`src/rtl/chain_spi_pkg.sv`:
```
package chain_spi_pkg;

   // raw pins as seen at the block edge
   typedef struct packed {
      logic sclk;
      logic mosi;
      logic csn;
   } spi_pins_t;

   localparam int PIN_BITS = $bits(spi_pins_t);

   // events in the system clock domain
   typedef struct packed {
      logic sclk_rise;
      logic sclk_fall;
      logic sel_fall;
      logic sel_rise;
      logic selected;
      logic mosi;
   } spi_evt_t;

endpackage

```
`src/rtl/chain_spi_sync.sv`:
```
module chain_spi_sync #(
   parameter int             WIDTH   = 3,
   parameter int             STAGES  = 2,
   parameter logic [WIDTH-1:0] RST_VAL = '0
) (
   input  logic             clk,
   input  logic             rst_n,
   input  logic [WIDTH-1:0] d_async,
   output logic [WIDTH-1:0] q_sync
);

   generate
      if (STAGES < 2) begin : g_bad_stages
         $error("chain_spi_sync: STAGES must be at least 2");
      end
   endgenerate

   logic [WIDTH-1:0] stage_q [STAGES];

   generate
      for (genvar s = 0; s < STAGES; s++) begin : g_stage
         if (s == 0) begin : g_first
            always_ff @(posedge clk or negedge rst_n) begin
               if (!rst_n) stage_q[s] <= RST_VAL;
               else        stage_q[s] <= d_async;
            end
         end else begin : g_next
            always_ff @(posedge clk or negedge rst_n) begin
               if (!rst_n) stage_q[s] <= RST_VAL;
               else        stage_q[s] <= stage_q[s-1];
            end
         end
      end
   endgenerate

   assign q_sync = stage_q[STAGES-1];

endmodule

```
`src/rtl/chain_spi_edge.sv`:
```
module chain_spi_edge
   import chain_spi_pkg::*;
(
   input  logic      clk,
   input  logic      rst_n,
   input  spi_pins_t pins_sync,
   output spi_evt_t  evt
);

   logic sclk_q;
   logic csn_q;

   always_ff @(posedge clk or negedge rst_n) begin
      if (!rst_n) begin
         sclk_q <= 1'b0;
         csn_q  <= 1'b1;
      end else begin
         sclk_q <= pins_sync.sclk;
         csn_q  <= pins_sync.csn;
      end
   end

   always_comb begin
      evt.sclk_rise = pins_sync.sclk  & ~sclk_q;
      evt.sclk_fall = ~pins_sync.sclk & sclk_q;
      evt.sel_fall  = ~pins_sync.csn  & csn_q;
      evt.sel_rise  = pins_sync.csn   & ~csn_q;
      evt.selected  = ~pins_sync.csn;
      evt.mosi      = pins_sync.mosi;
   end

endmodule

```
`src/rtl/chain_spi_shift.sv`:
```
module chain_spi_shift
   import chain_spi_pkg::*;
#(
   parameter int WIDTH = 8
) (
   input  logic             clk,
   input  logic             rst_n,
   input  spi_evt_t         evt,
   input  logic [WIDTH-1:0] load_word,
   output logic             out_bit,
   output logic             out_en,
   output logic [WIDTH-1:0] commit_word,
   output logic             commit_vld
);

   localparam int MSB = WIDTH - 1;

   generate
      if (WIDTH < 2) begin : g_bad_width
         $error("chain_spi_shift: WIDTH must be at least 2");
      end
   endgenerate

   logic [WIDTH-1:0] sh_q;

   always_ff @(posedge clk or negedge rst_n) begin
      if (!rst_n) begin
         sh_q        <= '0;
         out_bit     <= 1'b0;
         out_en      <= 1'b0;
         commit_word <= '0;
         commit_vld  <= 1'b0;
      end else begin
         commit_vld <= 1'b0;
         if (evt.sel_fall) begin
            sh_q    <= load_word;
            out_bit <= load_word[MSB];
            out_en  <= 1'b1;
         end else if (evt.sel_rise) begin
            commit_word <= sh_q;
            commit_vld  <= 1'b1;
            out_en      <= 1'b0;
         end else if (evt.selected) begin
            if (evt.sclk_rise) sh_q    <= {sh_q[MSB-1:0], evt.mosi};
            if (evt.sclk_fall) out_bit <= sh_q[MSB];
         end
      end
   end

endmodule

```
`src/rtl/chain_spi_stage.sv`:
```
module chain_spi_stage
   import chain_spi_pkg::*;
#(
   parameter int WIDTH       = 8,
   parameter int SYNC_STAGES = 2
) (
   input  logic             clk,
   input  logic             rst_n,
   input  logic             spi_sclk,
   input  logic             spi_mosi,
   input  logic             spi_csn,
   input  logic [WIDTH-1:0] par_load,
   output logic             ser_out,
   output logic             ser_oe,
   output logic [WIDTH-1:0] par_dout,
   output logic             par_dout_vld
);

   localparam spi_pins_t PIN_RST = '{sclk: 1'b0, mosi: 1'b0, csn: 1'b1};

   spi_pins_t pins_raw;
   spi_pins_t pins_sync;
   spi_evt_t  evt;

   assign pins_raw = '{sclk: spi_sclk, mosi: spi_mosi, csn: spi_csn};

   chain_spi_sync #(
      .WIDTH   (PIN_BITS),
      .STAGES  (SYNC_STAGES),
      .RST_VAL (PIN_RST)
   ) u_sync (
      .clk     (clk),
      .rst_n   (rst_n),
      .d_async (pins_raw),
      .q_sync  (pins_sync)
   );

   chain_spi_edge u_edge (
      .clk       (clk),
      .rst_n     (rst_n),
      .pins_sync (pins_sync),
      .evt       (evt)
   );

   chain_spi_shift #(
      .WIDTH (WIDTH)
   ) u_shift (
      .clk         (clk),
      .rst_n       (rst_n),
      .evt         (evt),
      .load_word   (par_load),
      .out_bit     (ser_out),
      .out_en      (ser_oe),
      .commit_word (par_dout),
      .commit_vld  (par_dout_vld)
   );

endmodule

```
`config.mk`:
```
export PLATFORM = sky130hd
export DESIGN_NAME = chain_spi_stage
export DESIGN_NICKNAME = d
export VERILOG_FILES = /design/src/rtl/chain_spi_pkg.sv /design/src/rtl/chain_spi_sync.sv /design/src/rtl/chain_spi_edge.sv /design/src/rtl/chain_spi_shift.sv /design/src/rtl/chain_spi_stage.sv
export SDC_FILE = /design/constraint.sdc
export NUM_CORES = 1
export LEC_CHECK = 0
export ABC_AREA = 1
export CORE_ASPECT_RATIO = 0.7
export CORE_MARGIN = 10
export CORE_UTILIZATION = 45
export DETAILED_ROUTE_END_ITERATION = 16
export DONT_BUFFER_PORTS = 1
export PLACE_DENSITY_LB_ADDON = 0.25
export SKIP_LAST_GASP = 1
export SLEW_MARGIN = 15
export SYNTH_ARGS = -nofsm -noshare
export SYNTH_HDL_FRONTEND = slang
export SYNTH_HIERARCHICAL = 1
export SYNTH_SLANG_ARGS = --single-unit
```
`constraint.sdc`:
```
create_clock -name clk -period 1.5 [get_ports clk]
set_clock_uncertainty 0.15 [all_clocks]
set_input_delay 0.3 -clock clk [delete_from_list [all_inputs] [get_ports clk]]
set_output_delay 0.3 -clock clk [all_outputs]
set_load 0.1 [all_outputs]
```
==> flow_summary.json, run 1 <==
{
  "rows": 15,
  "finalSetupViolCount": 0,
  "power.leakage_nw": 0.732,
  "cp.required_ns": 1.51,
  "drive_gt1_frac": 0.336,
  "startpoint_type": "register",
  "utilization": 0.588,
  "synthTopCellsByArea": "dfrtp_1, nand2_1, dfstp_2",
  "clock_path_buffers": 2,
  "clock_latency_ns": 0.27,
  "routed_via_density": 4.77,
  "ioPinCount": 24,
  "cp_data_arrival_time_ns": 1.50,
  "grtUsageMet2": 0.162,
  "tightest_slew_ns": 0.305,
  "area_delta_synth_final_pct": 22.8,
  "finalHoldViolCount": 0,
  "ctsHtreeMaxLevel": 1,
  "drt-initial-drc-count": 36,
  "synth_top_area_frac": 0.502,
  "worstHoldPathCells": 2,
  "fin_cells": 180,
  "r2r-end": "u_shift/sh_q[3]",
  "dp.cells": 168,
  "cts_root_buf": "clkbuf_8",
  "grt_pass1_wl_microns": 4040,
  "grt_remaining_overflow": 0,
  "worstSetupPathType": "reg -> reg",
  "worst_hold_startpoint": "par_load[7]",
  "wl_per_cell_microns": 13.9,
  "routabilityCongestion": 0.822,
  "outcome": "finished, final reports clean",
  "drv_cap": 0,
  "cts_tree": "yes",
  "hp-class": "in -> reg",
  "die-area_sq_mm": 0.00515,
  "dp_slack_ns": 0.0101,
  "ys_types": 19,
  "die_x_microns": 81.6,
  "worstReg2RegStart": "u_sync/q_sync[0]",
  "vias": 858,
  "critPathBufInv": 2,
  "worst_setup_path_end_kind": "register",
  "power_mw": 2.14,
  "synth_warnings": 6,
  "cpLargestDelayFamily": "flip-flops",
  "yosys.area.top_type": "dfrtp_1",
  "portBuffers": 0,
  "grtUsageMet3": 0.0524,
  "nets": 160,
  "fp.coreArea_sq_mm": 0.00250,
  "dr.pass1.iters": 4,
  "cpMaxStageDelayCell": "dfstp_2",
  "rrSetupSlack_ns": 0.01,
  "p_per_area_mw_per_mm2": 1460,
  "grt-busiest-layer": "met2",
  "syn_area_sq_mm": 0.00120,
  "crit_path_frequent_cell": "inv_2",
  "path_max_fanout": 8,
  "grt_pass1_vias": 868,
  "fmax_ghz": 0.671,
  "drc": 0,
  "use_met1": 0.110,
  "cts.clk_slew.worst_paths_ns": 0.09,
  "grt_max_degree": 28,
  "n_antenna_cell": 0,
  "r2r_cells": 7,
  "grtUsageTotal": 0.0986,
  "final_antenna_net_count": 0,
  "cts.sinks": 27,
  "ir_drop_uv": 745,
  "relSlewSlack": 0.797,
  "syn_area_per_cell_sq_um": 9.57,
  "synth-seq-cells": 27,
  "synth_nets": 138,
  "setup_ws_ns": 0.0101,
  "dp_hpwl_microns": 1750,
  "initial_core_util": 0.479,
  "min_period_over_period": 0.993,
  "setup-tns-final_ns": 0,
  "maxSlewViolCount": 0,
  "antenna_found_initial": 0,
  "drt_wl_total_microns": 2500,
  "cts_made_buffers": 3,
  "hold_end": "u_shift/out_bit",
  "rsz0062_at_grt": "yes",
  "synthCells": 125,
  "die_h_microns": 63.1,
  "max_stage_delay_ns": 0.59,
  "worstPathCellList": "inv_2 -> nor2_4 -> inv_2 -> nand3_4 -> nand2_4 -> nand2_2 -> nand2_1",
  "min_period_ns": 1.49,
  "ys_seq_area_frac": 0.568
}
-- kinds of logic (layout without fill, tap and decap cells) --
kind of cell / count (synthesis) / in the layout / synth area share
buffers and inverters: 24 / 45 / 0.118
DFF: 27 / 27 / 0.568
AOI/OAI and AO/OA: 14 / 14 / 0.0805
and+or+nand+nor: 60 / 60 / 0.233
-- where the power goes --
part,switching [mW],internal [mW]
Clock,0.210,0.190
Sequential,0.0587,0.842
Combinational,0.643,0.196
Total,0.911,1.23
-- worst register-to-register path, delay by kind of cell, from the launching register on --
kind / cells / cell delay [ns]
DFF: 1 / 0.59
buffers and inverters: 2 / 0.15
and+or+nand+nor: 5 / 0.49
-- repair_timing --
| action | in CTS | in global routing |
|---|---|---|
| setup buffers | 0 | 3 |
| pin swaps | 0 | 5 |
| endpoints found under the hold margin | 30 | 0 |
| setup endpoints to repair | 3 | 16 |
| hold buffers | 5 | 0 |
| gates resized for setup | 2 | 13 |
-- worst max-delay path by stage --
stage                      from                endpoint  cells past startpoint
3_5_place_dp       u_edge/csn_q  u_shift/commit_word[5]                      7
4_1_cts        u_sync/q_sync[0]         u_shift/sh_q[3]                      6
2_1_floorplan  u_sync/q_sync[0]  u_shift/commit_word[5]                      9
6_report       u_sync/q_sync[0]         u_shift/sh_q[3]                      7
3_3_place_gp       u_edge/csn_q  u_shift/commit_word[5]                      7
5_1_grt            u_edge/csn_q         u_shift/sh_q[3]                      8
-- synth_stat cells --
library cell	number
inv_2	3
dfrtp_1	24
nor2_2	1
nor2_1	8
nor2_8	1
nand2_2	3
o21ai_2	7
o21ai_0	6
inv_4	1
buf_6	3
nand2_1	34
o21ai_1	1
inv_1	12
dfstp_2	3
nand3_2	1
buf_8	1
buf_4	4
nand2_4	1
nand3_1	11
-- cells in the final DEF, fill, tap and decap left out --
| cell type | netlist | routed |
|---|---|---|
| nor2_1 | 8 | 7 |
| nand2_4 | 1 | 1 |
| o21ai_2 | 7 | 8 |
| o21ai_1 | 1 | 2 |
| o21ai_0 | 6 | 4 |
| nand3_1 | 11 | 11 |
| dfrtp_1 | 24 | 24 |
| dlygate4sd3_1 | 0 | 4 |
| clkbuf_8 | 0 | 3 |
| nand2_2 | 3 | 4 |
| inv_4 | 1 | 1 |
| inv_1 | 12 | 11 |
| dfstp_2 | 3 | 3 |
| nor2_4 | 0 | 2 |
| nor2_8 | 1 | 1 |
| buf_6 | 3 | 2 |
| nand3_4 | 0 | 1 |
| inv_8 | 0 | 1 |
| buf_12 | 0 | 2 |
| nand2_1 | 34 | 33 |
| inv_2 | 3 | 3 |
| clkbuf_1 | 0 | 1 |
| buf_4 | 4 | 17 |
-- routing by layer --
layer | share of wire | wire length (microns)
met5 | 0 | 0
met4 | 0.0048 | 12
met1 | 0.42 | 1060
met2 | 0.48 | 1200
met3 | 0.091 | 228
-- state kept, by name (all words and copies together) (netlist names) --
register and cells:
u_shift/sh_q 8, u_shift/commit_vld 1, u_edge/sclk_q 1, u_shift/out_en 1, u_sync/q_sync 3, u_shift/commit_word 8
u_shift/out_bit 1, u_sync/stage_q 3, u_edge/csn_q 1
-- layout make-up --
class,instances,area [sq um]
Inverter,16,70.1
Timing Repair Buffer,25,230
Multi-Input combinational cell,74,402
Sequential cell,27,679
Fill cell,220,1030
Clock buffer,4,45.0
Tap cell,34,42.5
-- metrics by stage --
| stage | cell area [sq um] | hold WS (ns) |
|---|---|---|
| after global routing | 1470 | 0.0357 |
| after CTS | 1420 | 0.0317 |
| final | 1470 | 0.0364 |
| after detailed placement | 1300 | -0.145 |
| after floorplan | 1200 | -0.146 |
| after global placement | 1300 | -0.145 |
No activity file was read; power rests on OpenSTA's default activity.
==> run 2, diff against run 1 <==
--- a/config.mk
+++ b/config.mk
@@ -6,12 +6,14 @@
 export NUM_CORES = 1
 export LEC_CHECK = 0
 export ABC_AREA = 1
+export BUFFER_PORTS_ARGS = -buffer_cell sky130_fd_sc_hd__buf_4
 export CORE_ASPECT_RATIO = 0.7
 export CORE_MARGIN = 10
 export CORE_UTILIZATION = 45
 export DETAILED_ROUTE_END_ITERATION = 16
-export DONT_BUFFER_PORTS = 1
+export GPL_ROUTABILITY_DRIVEN = 0
 export PLACE_DENSITY_LB_ADDON = 0.25
+export REMOVE_ABC_BUFFERS = 1
 export SKIP_LAST_GASP = 1
 export SLEW_MARGIN = 15
 export SYNTH_ARGS = -nofsm -noshare
==> flow_summary.json, run 2 (same netlist as run 1, synthesis figures left out) <==
{
  "outcome": "finished, final reports clean",
  "final_common_cell": "nand2_1",
  "drt-initial-drc-count": 47,
  "die_h_microns": 63.1,
  "cp.required_ns": 1.52,
  "maxSlewViolCount": 0,
  "dr.pass1.iters": 4,
  "rsz0062_at_grt": "yes",
  "startpoint_type": "register",
  "cts_tree": "yes",
  "dp_hpwl_microns": 1670,
  "grt_pass1_wl_microns": 3780,
  "antenna_found_initial": 0,
  "power_mw": 2.13,
  "min_period_ns": 1.44,
  "finalHoldViolCount": 0,
  "clock_latency_ns": 0.27,
  "cts_made_buffers": 3,
  "path_max_fanout": 15,
  "wl_per_cell_microns": 12.0,
  "power.leakage_nw": 0.762,
  "setup-tns-final_ns": 0,
  "relSlewSlack": 0.778,
  "final_antenna_net_count": 0,
  "top_regs": "u_shift/commit_word x8, u_shift/sh_q x8",
  "routed_via_density": 4.44,
  "grt_pass1_vias": 819,
  "min_period_over_period": 0.960,
  "cts.sinks": 27,
  "ir_drop_uv": 701,
  "grt_remaining_overflow": 0,
  "ioPinCount": 24,
  "cts.clk_slew.worst_paths_ns": 0.08,
  "grt_max_degree": 28,
  "grtUsageTotal": 0.0907,
  "cts_root_buf": "clkbuf_8",
  "fmax_ghz": 0.695,
  "finalSetupViolCount": 0,
  "portBuffers": 23,
  "worst_setup_path_end_kind": "register",
  "utilization": 0.596,
  "nets": 168,
  "die_x_microns": 81.6,
  "ctsHtreeMaxLevel": 1,
  "drv_cap": 0,
  "clock_path_buffers": 2,
  "drc": 0,
  "final_cell_mix": "nand2_1, buf_4, dfrtp_1",
  "cp_data_arrival_time_ns": 1.46,
  "drt_wl_total_microns": 2260,
  "n_antenna_cell": 0,
  "initial_core_util": 0.479,
  "fp.coreArea_sq_mm": 0.00250,
  "drive_gt1_frac": 0.357,
  "hp-class": "in -> reg",
  "worstSetupPathType": "reg -> reg",
  "area_delta_synth_final_pct": 24.5,
  "rows": 15,
  "tightest_slew_ns": 0.333,
  "die-area_sq_mm": 0.00515,
  "p_per_area_mw_per_mm2": 1430,
  "vias": 835
}
[run 2: changes by cell type in the layout (fill, tap and decap cells not counted), moves of 2 or more]
cell	change
buf_4	+9
buf_12	-2
nor2_2	+2
nor2_4	-2
o21ai_1	+2
[run 2: path summary, 6_finish.rpt]
check	startpoint	depth (start not counted)	end	slack [ns]
max	u_sync/q_sync[0]	7	u_shift/commit_word[0]	0.06
min	par_load[7]	3	u_shift/out_bit	0.12
max reg2reg	u_sync/q_sync[0]	7	u_shift/commit_word[0]	0.06
min reg2reg	u_sync/stage_q[3]	0	u_sync/q_sync[0]	0.21
max in group asynchronous	rst_n	2	u_edge/csn_q	0.59
min in group asynchronous	rst_n	2	u_shift/sh_q[3]	0.32
[run 2: what timing repair did]
item                                    CTS  global route
buffers inserted                          0             0
hold buffers                              4             0
resized for setup                         1            10
hold endpoints to repair                 27             0
endpoints found under the setup margin    1            11
pin swaps                                 0             2
cloned                                    0             0
[run 2: where the power goes]
part	leakage [nW]	internal (mW)	switching [mW]	total, mW
Clock	0.0228	0.190	0.212	0.402
Combinational	0.410	0.202	0.623	0.825
Sequential	0.330	0.842	0.0653	0.908
[run 2: metal layers]
| layer | GRT usage | part of all wire | vias up |
|---|---|---|---|
| li1 | - | - | 444 |
| met5 | 0 | 0 | - |
| met4 | 0.0297 | 0.012 | 0 |
| met1 | 0.113 | 0.46 | 368 |
| met2 | 0.130 | 0.44 | 18 |
| met3 | 0.0482 | 0.085 | 5 |
[run 2: final cells by class]
class                           instances  area (sq um)
Timing Repair Buffer                   33           269
Tap cell                               34          42.5
Inverter                               16          67.6
Clock buffer                            4          45.0
Sequential cell                        27           679
Fill cell                             216          1010
Multi-Input combinational cell         74           385
[run 2: worst max-delay path, cell delays in order (launching register included)]
cell     delay (ns)
dfstp_2        0.56
inv_2          0.04
nor2_2         0.11
inv_2          0.10
nor2_8         0.12
inv_6          0.09
nand2_1        0.10
o21ai_2        0.06
[run 2: per-stage QoR]
step                      std cells  hold slack [ns]  instance area [sq um]  setup WS [ns]
after floorplan                 117           -0.146                   1120         -0.595
after global placement          180           0.0799                   1380         0.0325
after detailed placement        180           0.0820                   1380         0.0131
after CTS                       188            0.117                   1470         0.0115
after global routing            188            0.123                   1490        -0.0242
final                           188            0.117                   1490         0.0606
